--- src/rtl/rxbuf_pkg.sv ---
package rxbuf_pkg;
    localparam int unsigned BUS_W     = 8;
    localparam int unsigned NUM_FLAGS = 2;
    localparam int unsigned FLAG_FULL = 0;
    localparam int unsigned FLAG_OVR  = 1;
    localparam int unsigned FULL_BIT  = 6;
    localparam int unsigned OVR_BIT   = 5;

    // Bit position of each flag inside the status word.
    function automatic int unsigned flag_pos(input int unsigned idx);
        return (idx == FLAG_FULL) ? FULL_BIT : OVR_BIT;
    endfunction

    typedef struct packed {
        logic flag;
        logic armed;
    } flag_state_t;
endpackage

--- src/rtl/rxbuf_flag_cell.sv ---
module rxbuf_flag_cell (
    input  logic clk_i,
    input  logic rst_ni,
    input  logic set_i,
    input  logic stat_rd_i,
    input  logic wr_zero_i,
    input  logic drop_i,
    output logic flag_o
);
    import rxbuf_pkg::*;

    flag_state_t st_d, st_q;

    always_comb begin
        st_d = st_q;
        if (wr_zero_i && st_q.armed) begin
            st_d.flag  = 1'b0;
            st_d.armed = 1'b0;
        end
        if (drop_i) begin
            st_d.flag = 1'b0;
        end
        if (set_i) begin
            st_d.flag = 1'b1;
        end
        if (stat_rd_i && st_q.flag) begin
            st_d.armed = 1'b1;
        end
        if (!st_d.flag) begin
            st_d.armed = 1'b0;
        end
    end

    always_ff @(posedge clk_i or negedge rst_ni) begin
        if (!rst_ni) begin
            st_q <= '0;
        end else begin
            st_q <= st_d;
        end
    end

    assign flag_o = st_q.flag;


    no_blind_clear_chk: assert property (@(posedge clk_i) disable iff (!rst_ni)
        (wr_zero_i && !st_q.armed && !drop_i && !set_i) |=> (flag_o == $past(flag_o)));


    no_sw_set_chk: assert property (@(posedge clk_i) disable iff (!rst_ni)
        (!set_i && !flag_o) |=> !flag_o);


    set_wins_chk: assert property (@(posedge clk_i) disable iff (!rst_ni)
        set_i |=> flag_o);
endmodule

--- src/rtl/rxbuf_frame_ctl.sv ---
module rxbuf_frame_ctl #(
    parameter int unsigned DATA_W = 8
) (
    input  logic              clk_i,
    input  logic              rst_ni,
    input  logic              frame_done_i,
    input  logic              frame_err_i,
    input  logic [DATA_W-1:0] frame_byte_i,
    input  logic              rx_en_i,
    input  logic              full_i,
    input  logic              ovr_i,
    output logic              set_full_o,
    output logic              set_ovr_o,
    output logic [DATA_W-1:0] data_o
);
    typedef struct packed {
        logic [DATA_W-1:0] data;
    } frame_state_t;

    frame_state_t st_d, st_q;
    logic accept, load;

    always_comb begin
        accept = frame_done_i && rx_en_i && !ovr_i;
        load   = accept && !frame_err_i && !full_i;
        st_d   = st_q;
        if (load) begin
            st_d.data = frame_byte_i;
        end
    end

    always_ff @(posedge clk_i or negedge rst_ni) begin
        if (!rst_ni) begin
            st_q <= '0;
        end else begin
            st_q <= st_d;
        end
    end

    assign set_full_o = load;
    assign set_ovr_o  = accept && full_i;
    assign data_o     = st_q.data;


    ovr_keeps_data_chk: assert property (@(posedge clk_i) disable iff (!rst_ni)
        (frame_done_i && full_i) |=> $stable(data_o));


    err_keeps_data_chk: assert property (@(posedge clk_i) disable iff (!rst_ni)
        (frame_done_i && frame_err_i) |=> $stable(data_o));


    off_keeps_data_chk: assert property (@(posedge clk_i) disable iff (!rst_ni)
        !rx_en_i |=> $stable(data_o));


    ovr_freeze_chk: assert property (@(posedge clk_i) disable iff (!rst_ni)
        ovr_i |=> $stable(data_o));
endmodule

--- src/rtl/rxbuf_bus_dec.sv ---
module rxbuf_bus_dec #(
    parameter int unsigned ADDR_W = 4,
    parameter logic [ADDR_W-1:0] STAT_ADDR = '0,
    parameter logic [ADDR_W-1:0] DATA_ADDR = 1
) (
    input  logic [ADDR_W-1:0]                 addr_i,
    input  logic                              rd_i,
    input  logic                              wr_i,
    input  logic [rxbuf_pkg::BUS_W-1:0]       wdata_i,
    input  logic [rxbuf_pkg::NUM_FLAGS-1:0]   flags_i,
    input  logic [rxbuf_pkg::BUS_W-1:0]       data_i,
    output logic                              stat_rd_o,
    output logic                              data_rd_o,
    output logic [rxbuf_pkg::NUM_FLAGS-1:0]   wr_zero_o,
    output logic [rxbuf_pkg::BUS_W-1:0]       rdata_o
);
    import rxbuf_pkg::*;

    logic [BUS_W-1:0] stat_word;
    logic stat_hit, data_hit;
    logic unused_wbits;

    always_comb begin
        stat_hit  = (addr_i == STAT_ADDR);
        data_hit  = (addr_i == DATA_ADDR);
        stat_word = '0;
        wr_zero_o = '0;
        for (int i = 0; i < int'(NUM_FLAGS); i++) begin
            stat_word[flag_pos(i)] = flags_i[i];
            wr_zero_o[i] = wr_i && stat_hit && !wdata_i[flag_pos(i)];
        end
        stat_rd_o = rd_i && stat_hit;
        data_rd_o = rd_i && data_hit;
        if (stat_rd_o) begin
            rdata_o = stat_word;
        end else if (data_rd_o) begin
            rdata_o = data_i;
        end else begin
            rdata_o = '0;
        end
    end

    assign unused_wbits = ^wdata_i;
endmodule

--- src/rtl/rxbuf_status.sv ---
module rxbuf_status #(
    parameter int unsigned ADDR_W = 4,
    parameter logic [ADDR_W-1:0] STAT_ADDR = '0,
    parameter logic [ADDR_W-1:0] DATA_ADDR = 1
) (
    input  logic              clk_i,
    input  logic              rst_ni,
    input  logic              frame_done_i,
    input  logic              frame_err_i,
    input  logic [7:0]        frame_byte_i,
    input  logic              rx_en_i,
    input  logic              sync_mode_i,
    input  logic [ADDR_W-1:0] bus_addr_i,
    input  logic              bus_rd_i,
    input  logic              bus_wr_i,
    input  logic [7:0]        bus_wdata_i,
    output logic [7:0]        bus_rdata_o,
    output logic              rx_inhibit_o,
    output logic              tx_inhibit_o
);
    import rxbuf_pkg::*;

    logic [NUM_FLAGS-1:0] flag_vec, set_vec, wrz_vec, drop_vec;
    logic                 stat_rd, data_rd;
    logic [BUS_W-1:0]     data_w;
    logic                 set_full, set_ovr;

    rxbuf_bus_dec #(
        .ADDR_W    (ADDR_W),
        .STAT_ADDR (STAT_ADDR),
        .DATA_ADDR (DATA_ADDR)
    ) dec_i (
        .addr_i    (bus_addr_i),
        .rd_i      (bus_rd_i),
        .wr_i      (bus_wr_i),
        .wdata_i   (bus_wdata_i),
        .flags_i   (flag_vec),
        .data_i    (data_w),
        .stat_rd_o (stat_rd),
        .data_rd_o (data_rd),
        .wr_zero_o (wrz_vec),
        .rdata_o   (bus_rdata_o)
    );

    rxbuf_frame_ctl #(.DATA_W(BUS_W)) frm_i (
        .clk_i        (clk_i),
        .rst_ni       (rst_ni),
        .frame_done_i (frame_done_i),
        .frame_err_i  (frame_err_i),
        .frame_byte_i (frame_byte_i),
        .rx_en_i      (rx_en_i),
        .full_i       (flag_vec[FLAG_FULL]),
        .ovr_i        (flag_vec[FLAG_OVR]),
        .set_full_o   (set_full),
        .set_ovr_o    (set_ovr),
        .data_o       (data_w)
    );

    for (genvar g = 0; g < NUM_FLAGS; g++) begin : g_flag
        if (g == FLAG_FULL) begin : g_full
            assign set_vec[g]  = set_full;
            assign drop_vec[g] = data_rd;
        end else begin : g_ovr
            assign set_vec[g]  = set_ovr;
            assign drop_vec[g] = 1'b0;
        end
        rxbuf_flag_cell cell_i (
            .clk_i     (clk_i),
            .rst_ni    (rst_ni),
            .set_i     (set_vec[g]),
            .stat_rd_i (stat_rd),
            .wr_zero_i (wrz_vec[g]),
            .drop_i    (drop_vec[g]),
            .flag_o    (flag_vec[g])
        );
    end

    assign rx_inhibit_o = flag_vec[FLAG_OVR];
    assign tx_inhibit_o = flag_vec[FLAG_OVR] && sync_mode_i;


    tx_needs_rx_chk: assert property (@(posedge clk_i) disable iff (!rst_ni)
        tx_inhibit_o |-> rx_inhibit_o);


    inhibit_gate_chk: assert property (@(posedge clk_i) disable iff (!rst_ni)
        (rx_inhibit_o && frame_done_i) |=> $stable(data_w));


    ovr_needs_full_chk: assert property (@(posedge clk_i) disable iff (!rst_ni)
        (set_ovr && !data_rd) |=> (flag_vec[FLAG_FULL] && flag_vec[FLAG_OVR]));
endmodule

--- config.mk ---
export PLATFORM = sky130hd
export DESIGN_NAME = rxbuf_status
export DESIGN_NICKNAME = d
export VERILOG_FILES = /design/src/rtl/rxbuf_pkg.sv /design/src/rtl/rxbuf_flag_cell.sv /design/src/rtl/rxbuf_frame_ctl.sv /design/src/rtl/rxbuf_bus_dec.sv /design/src/rtl/rxbuf_status.sv
export SDC_FILE = /design/constraint.sdc
export NUM_CORES = 1
export LEC_CHECK = 0
export BUFFER_PORTS_ARGS = -buffer_cell sky130_fd_sc_hd__buf_2
export CAP_MARGIN = 20
export CORE_UTILIZATION = 43
export DETAILED_ROUTE_END_ITERATION = 6
export GPL_ROUTABILITY_DRIVEN = 0
export GPL_TIMING_DRIVEN = 1
export HOLD_SLACK_MARGIN = 0.1
export PLACE_DENSITY = 0.81
export SLEW_MARGIN = 20
export SYNTH_ARGS = -nofsm -noshare
export SYNTH_HDL_FRONTEND = slang
export SYNTH_SLANG_ARGS = --single-unit
--- constraint.sdc ---
create_clock -name clk_i -period 3.56 [get_ports clk_i]
set_clock_uncertainty 0.15 [all_clocks]
set_input_delay 0.356 -clock clk_i [delete_from_list [all_inputs] [get_ports clk_i]]
set_output_delay 0.356 -clock clk_i [all_outputs]
set_load 0.02 [all_outputs]
# Word level (Yosys, flattened, before mapping)
# Cells that the tools add are included.
# op_classes
n_eq_ne	3
n_mux	11
reduce_logical	21
# op_table
cell	count
$mux W8	2
$logic_and A1 B1 Y1	15
$mux W1	7
$ne A3 B3 Y1 const B	2
$logic_not A1 Y1	5
$eq A4 B1 Y1 const B	1
$logic_not A4 Y1	1
$mux W2	2
# totals
reg_bits	12
input_bits	28
output_inout_bits	10
elab_cells	40

# Depth between registers and ports, before layout
# Gate-level depths: netlist (run 1).
# depth
word_depth	8
depth_mapped	5
ltp_nobuf	4

# Cells and area by module
# From an unflattened synthesis (run 1), not the netlist that was laid out.
# hier_totals
cells_unflattened	63
area_unflattened_um2	714.4
# by_module_without_submodules
module	instances	cells_each	area_each_um2	seq_area_each_um2
rxbuf_frame_ctl	1	21	357.8	200.2
rxbuf_flag_cell	2	11	101.3	50.0
rxbuf_bus_dec	1	18	143.9	0.0
rxbuf_status	1	2	10.0	0.0

# Worst setup path after synthesis (run 1)
# No wires, ideal clock.
# synth_timing
path_kind	register to register
startpoint	reg g_flag[1].cell_i.st_q (netlist bit g_flag[1].cell_i.flag_o)
endpoint	reg frm_i.st_q (netlist bit frm_i.data_o[0])
setup_time_ps	125
t_arrival_ps	1397
t_required_ps	3285
path_slack_ps	1888
stages_incl_launch_ff	3
n_path_buf	0
period_less_slack_ps	1672
path_cell_list	dfrtp_1 -> nor4_4 -> mux2_2
# synth_between
elab_chain_cells	4
# synth_rtl
item	line	source
from (decl)	rxbuf_flag_cell.sv:12	flag_state_t st_d, st_q;
from (signal assigned)	rxbuf_flag_cell.sv:38	st_q <= st_d;
$logic_not A1 Y1	rxbuf_frame_ctl.sv:24	accept = frame_done_i && rx_en_i && !ovr_i;
$logic_and A1 B1 Y1	rxbuf_frame_ctl.sv:24	
$logic_and A1 B1 Y1 (2 in a row)	rxbuf_frame_ctl.sv:25	load = accept && !frame_err_i && !full_i;
to (signal assigned)	rxbuf_frame_ctl.sv:36	st_q <= st_d;
to (decl)	rxbuf_frame_ctl.sv:20	frame_state_t st_d, st_q;
# Every way passes these cells.
# A chain may end at the register's enable or synchronous reset.

# Final worst setup path (run 1)
# layout_timing
startpoint	in bus_addr_i[3]
endpoint	out bus_rdata_o[6]
# layout_between
elab_chain_cells	4
word_cells_on_any_way	6
classes_between	1 x eq/ne; 2 x mux; 3 x reduce/logical
# layout_rtl
item	line	source
from (decl)	rxbuf_status.sv:13	input logic [ADDR_W-1:0] bus_addr_i,
$eq A4 B1 Y1	rxbuf_bus_dec.sv:25	data_hit = (addr_i == DATA_ADDR);
$logic_and A1 B1 Y1	rxbuf_bus_dec.sv:33	data_rd_o = rd_i && data_hit;
$mux W8	rxbuf_bus_dec.sv:36	end else if (data_rd_o) begin
$mux W8 *	rxbuf_bus_dec.sv:34	if (stat_rd_o) begin
to (decl)	rxbuf_status.sv:17	output logic [7:0] bus_rdata_o,
# Every way passes the cells marked *; elsewhere a longest branch is shown, timed or not.

==> impl_results.md, run 1 <==
* Clk sink count at 12
* Syn Inst Count at 51
* P_sw at 121.8 uW
* Final ANT Viol Nets at 0
* Fmax at 0.5407 GHz
* 1st-pass router iterations at 4
* IO Port Bufs at 31
* Setup TNS at 0 ns
* Clock network power share at 19.8%
* Yosys top cell area share at 50.53%
* Cell row count at 13
* Worst r2r path cells at 2
* Arr. time, crit path at 1.34 ns
* CTS tree: done
* Starting DRT DRC Count at 9
* Warnings from Yosys at 0
* Final setup margin at 1.711 ns
* Actual slew at the worst max-slew pin at 0.6110 ns
* Critical Path RT at 3.05 ns
* Seq. cell area at 300.3 um2
* Hold path start: frame_byte_i[4]
* Comb power frac at 24.9%
* Top cell by count, worst path: buf_2
* Kind of start point of the critical path: input pin
* Unique cell type count in the Yosys netlist at 23
* Post-cts resize count at 0
* P&R area growth vs syn at 34.11%
* Setup-failing EPs final at 0
* Number of global-route vias before repair at 427
* Ports at 38
* Outcome: completed
* Hold endpoint: frm_i.data_o[4]
* Bufs on Longest Clock Path at 2
* Hold path depth at 2
* Worst hold path type: in2reg
* RSZ-0062 raised after global routing: no
* Largest net degree at the start of global routing at 13
* Share of cells above drive strength 1 at 51.76%
* Worst R2R Setup Slack at 1.81 ns
* Placed instance area at 764.5 um2
* Global-route wire length before repair at 1.725 mm
* Initial Util at 46.25%
* Die height at 39.18 um
* Terminus of the critical flop-to-flop path: frm_i.data_o[2]
* GR Overflow Total at 0
* Fill count at 122
* Dpl ws at 1.717 ns
* Synth Net Count at 79
* Commonest non-fill, non-tap cell in the layout: buf_2
* Sequential power share at 55.3%
* PwrDens at 524.9 nW/um2
* Detailed-route via count at 513
* Max VDD drop at 0.2854 mV
* Root Driver: clkbuf_4
* Slowest cell on crit path: and4b_1
* Mapped cell area at 594.3 um2
* Worst path cell trace: buf_2 > nor2_1 > and4b_1 > a22o_2 > buf_2
* Period minus WS final at 1.849 ns
* Worst-path clk slew at 0.07 ns
* Yosys reg bits at 12
* Worst-path fanout max at 10
* Layout Nets at 115
* Most frequent cells in the layout: buf_2, dfrtp_1, mux2_2, and2_1, nor2_1
* Crit path kind: in2out
* Buf+Inv Stages, Crit Path at 2
* Wirelength per Cell at 12.20 um
* Diode count at 0
* Period utilization at 51.95%
* Synth top area cells: dfrtp_1, mux2_2, and2_1
* Critical Path Sink Type: primary output
* Core area at 1285 um2
* CTS Buf Count at 3
* Routed WL at 1.220 mm
* CP peak stage delay at 0.40 ns
* Worst-Skew Late Latency at 0.27 ns
* Die ar. at 1535 um2
* Crit-path leading delay family: simple AND/OR/NAND/NOR gates
* Total GRT Usage at 17.51%
* Switch share at 29.12%
* Max-slew headroom at 58.96%
* Area leader, netlist: dfrtp_1
* Seq/Total Area, Yosys at 50.53%
* Final hold viol count at 0
* Final Max Tran Viols at 0
* Max_cap viols at 0
* Avg Inst Size Synth at 11.65 um2
* Via/cell ratio at 5.130
* Die width at 39.18 um
* Reg2reg start: g_flag[0].cell_i.flag_o
* Multi-input gate area at 286.5 um2
* Internal power at 296.5 uW
* Initial antenna violation count at 0
* H-tree levels at 1
* Design Area, Final at 797.0 um2
* DRC viols at 0
* Pleak at 0.0004045 uW
-- cells in the mapped netlist (all sizes together) --
library cell / number
dfrtp: 12
mux2: 8
and2: 7
nor2: 4
a22o: 2
nor3b: 2
a21oi: 1
a2bb2oi: 1
a31oi: 1
and3: 1
and4b: 1
clkbuf: 1
inv: 1
nand2: 1
nand3: 1
nand4: 1
nor3: 1
nor4: 1
o21ai: 1
o21bai: 1
o22ai: 1
or2b: 1
-- flip-flops by register name, summed over array words and instances, names as in the netlist --
register,count
g_flag.cell_i.st_q,2
frm_i.data_o,8
g_flag.cell_i.flag_o,2
-- worst reg2reg max path, delay by kind of cell, from the launching register on --
family / cells / cell delay (ns)
mux: 1 / 0.41
flops: 1 / 0.46
simple gates: 1 / 0.62
-- power groups by stage --
| stage | Clock [uW] | Combinational (uW) | Sequential (uW) |
|---|---|---|---|
| finish | 82.7 | 104 | 231 |
| global route | 89.0 | 114 | 238 |
| CTS | 85.0 | 106 | 231 |
| detailed placement | 0 | 105 | 234 |
| global placement | 0 | 100 | 230 |
| floorplan | 0 | 74.6 | 225 |
-- worst max-delay path by stage --
stage	start	end	slack [ns]	cells past startpoint
final	bus_addr_i[3]	bus_rdata_o[6]	1.71	5
after global routing	bus_addr_i[3]	bus_rdata_o[7]	1.63	5
after CTS	bus_addr_i[3]	bus_rdata_o[6]	1.71	5
after detailed placement	bus_addr_i[3]	bus_rdata_o[6]	1.72	5
after global placement	bus_addr_i[3]	bus_rdata_o[6]	1.71	5
after floorplan	g_flag[1].cell_i.flag_o	frm_i.data_o[0]	1.89	2
-- final cells by class --
cell class / instances / share of cell area [%]
sequential: 12 / 37.68
inverter: 1 / 0.4710
clock buffer: 3 / 2.826
tap: 15 / 2.355
multi-input combinational: 37 / 35.95
timing repair buffer: 32 / 20.72
-- per-stage QoR --
step	utilization [%]	power, uW	hold slack [ns]	std cells
2_1_floorplan	-	300.0	-0.08959	51
3_3_place_gp	59.49	329.7	0.09346	96
3_5_place_dp	59.49	339.4	0.09954	96
4_1_cts	62.03	422.4	0.1556	100
5_1_grt	62.03	441.2	0.1604	100
6_report	62.03	418.3	0.1616	100
-- cell families after synthesis --
| logic type | count (synthesis) | share of synthesized area (%) |
|---|---|---|
| AO/OA/AOI/OAI | 8 | 9.685 |
| buffers and inverters | 2 | 1.262 |
| flip-flops | 12 | 50.53 |
| multiplexers | 8 | 15.16 |
| AND/OR/NAND/NOR | 21 | 23.37 |
-- layer usage --
layer / up-vias / GRT usage, % / wire length, um
li1: 258 / - / -
met1: 234 / 20.43 / 550
met2: 17 / 27.08 / 571
met3: 4 / 6.358 / 78
met4: 0 / 10.34 / 19
met5: - / 0 / 0
-- timing repair --
item	4_1_cts	5_1_grt
hold buffers	1	0
hold endpoints to repair	12	0
buffers inserted	0	0
Power figures use the tool's default switching activity.
==> run 2: changes to the inputs <==
--- a/config.mk
+++ b/config.mk
@@ -7,12 +7,12 @@
 export LEC_CHECK = 0
 export BUFFER_PORTS_ARGS = -buffer_cell sky130_fd_sc_hd__buf_2
 export CAP_MARGIN = 20
-export CORE_UTILIZATION = 43
+export CORE_UTILIZATION = 40
 export DETAILED_ROUTE_END_ITERATION = 6
 export GPL_ROUTABILITY_DRIVEN = 0
 export GPL_TIMING_DRIVEN = 1
 export HOLD_SLACK_MARGIN = 0.1
-export PLACE_DENSITY = 0.81
+export PLACE_DENSITY = 0.76
 export SLEW_MARGIN = 20
 export SYNTH_ARGS = -nofsm -noshare
 export SYNTH_HDL_FRONTEND = slang
==> constraint.sdc (replaced) <==
create_clock -name clk_i -period 1.75 [get_ports clk_i]
set_clock_uncertainty 0.15 [all_clocks]
set_input_delay 0.175 -clock clk_i [delete_from_list [all_inputs] [get_ports clk_i]]
set_output_delay 0.175 -clock clk_i [all_outputs]
set_load 0.02 [all_outputs]
==> impl_results.md, run 2 (same netlist as run 1, synthesis figures left out) <==
* Number of global-route vias before repair at 555 (+30%)
* PwrDens at 946.9 nW/um2 (+80%)
* Worst R2R Setup Slack at 0.14 ns (-1.67 ns)
* IO Port Bufs at 31 (unchanged)
* Setup TNS at 0 ns (unchanged)
* Power, Total at 866.1 uW (+110%)
* Max reg flops at 8 (unchanged)
* Worst r2r path cells at 3 (+1)
* Final Max Tran Viols at 0 (unchanged)
* Final ANT Viol Nets at 0 (unchanged)
* Crit path kind: in2reg
* Detailed-route via count at 563 (+9.7%)
* Worst hold margin at 0.1118 ns (-0.04979 ns)
* Arr. time, crit path at 1.61 ns (+0.27 ns)
* Hold path start: frame_done_i
* Clk sink count at 12 (unchanged)
* Final hold viol count at 0 (unchanged)
* Initial antenna violation count at 0 (unchanged)
* Commonest non-fill, non-tap cell in the layout: buf_2
* Ports at 38 (unchanged)
* Worst-path fanout max at 10 (unchanged)
* Worst-path clk slew at 0.06 ns (about the same)
* Terminus of the critical flop-to-flop path: frm_i.data_o[4]
* Layout Nets at 127 (+10%)
* Bufs on Longest Clock Path at 2 (unchanged)
* Total GRT Usage at 19.91% (+2.4 points)
* Critical Path RT at 1.74 ns (-1.31 ns)
* CTS Buf Count at 3 (unchanged)
* Max VDD drop at 0.5846 mV (+100%)
* Wirelength per Cell at 12.69 um (+4.0%)
* Die ar. at 1644 um2 (+7.1%)
* Outcome: completed
* Kind of start point of the critical path: input pin
* Period minus WS final at 1.624 ns
* Max-slew headroom at 79.76% (+21 points)
* Worst hold path type: in2reg
* Root Driver: clkbuf_4
* CTS tree: done
* Critical Path Sink Type: register
* Core area at 1334 um2 (+3.8%)
* Routed WL at 1.421 mm (+16%)
* Worst-Skew Late Latency at 0.25 ns (-0.02 ns)
* Setup-failing EPs final at 0 (unchanged)
* Post-cts resize count at 0 (unchanged)
* DRC viols at 0 (unchanged)
* Initial Util at 44.56% (-1.7 points)
* P&R area growth vs syn at 53.89%
* Largest net degree at the start of global routing at 13 (unchanged)
* DP HPWL at 996.8 um
* Diode count at 0 (unchanged)
* Share of cells above drive strength 1 at 46.39% (-5.4 points)
* Most frequent cells in the layout: buf_2, dfrtp_1, dlygate4sd3_1, mux2_2, and2_1
* GR Overflow Total at 0 (unchanged)
* 1st-pass router iterations at 2 (-2)
* Global-route wire length before repair at 2.132 mm (+24%)
* Pleak at 0.0004559 uW (+13%)
* Cell row count at 13 (unchanged)
* Reg2reg start: g_flag[0].cell_i.flag_o
* Hold path depth at 3 (+1)
* Hold endpoint: g_flag[1].cell_i.st_q[0]
* Period utilization at 92.78%
* Via/cell ratio at 5.027 (-2.0%)
* H-tree levels at 1 (unchanged)
* Fill count at 112 (-8.2%)
* Max_cap viols at 0 (unchanged)
* Die width at 40.55 um (+3.5%)
* Fmax at 0.6159 GHz
* Actual slew at the worst max-slew pin at 0.3034 ns (-0.3076 ns)
* Starting DRT DRC Count at 5 (-4)
* Die height at 40.55 um (+3.5%)
* RSZ-0062 raised after global routing: no
run 2: what timing repair did:
| action | 4_1_cts | 5_1_grt |
|---|---|---|
| hold buffers | 12 | 0 |
| setup endpoints to repair | 0 | 0 |
| setup buffers | 0 | 0 |
| endpoints found under the hold margin | 22 | 0 |
run 2: layout make-up:
type                            instances  area (um2)  area share (%)
Sequential cell                        12       300.3           32.83
Inverter                                1       3.754          0.4104
Multi-Input combinational cell         37       286.5           31.33
Clock buffer                            3       22.52           2.462
Tap cell                               15       18.77           2.052
Timing Repair Buffer                   44       282.8           30.92
run 2: critical path: stages:
cell	delay, ns
dlygate4sd3_1	0.52
buf_2	0.12
nand2_1	0.08
nor4_4	0.14
buf_4	0.23
mux2_2	0.35
run 2: worst max path at each step:
| stage | start | endpoint | slack (ns) |
|---|---|---|---|
| 4_1_cts | rx_en_i | frm_i.data_o[6] | 0.14 |
| 3_5_place_dp | g_flag[0].cell_i.flag_o | frm_i.data_o[6] | 0.16 |
| 3_3_place_gp | g_flag[0].cell_i.flag_o | frm_i.data_o[5] | 0.20 |
| 6_report | rx_en_i | frm_i.data_o[4] | 0.13 |
| 2_1_floorplan | g_flag[1].cell_i.flag_o | frm_i.data_o[0] | 0.08 |
| 5_1_grt | rx_en_i | frm_i.data_o[7] | 0.06 |
run 2: stage by stage:
step	setup WS, ns	instance area (um2)	util [%]	std cells
floorplan	0.07773	594.3	-	51
global placement	0.1954	772.0	57.88	97
detailed placement	0.1555	772.0	57.88	97
CTS	0.1422	914.6	68.57	112
global route	0.05653	914.6	68.57	112
finish	0.1263	914.6	68.57	112
run 2: layer usage:
layer	GRT usage, %	vias up	wire length, um
met3	3.333	0	67
li1	-	279	-
met5	0	-	0
met1	22.26	264	600
met2	38.10	20	753
met4	5.000	0	0
run 2: power breakdown:
group	switching (uW)	internal [uW]
sequential	84.7	391
combinational	87.1	150
clock	74.1	79.2
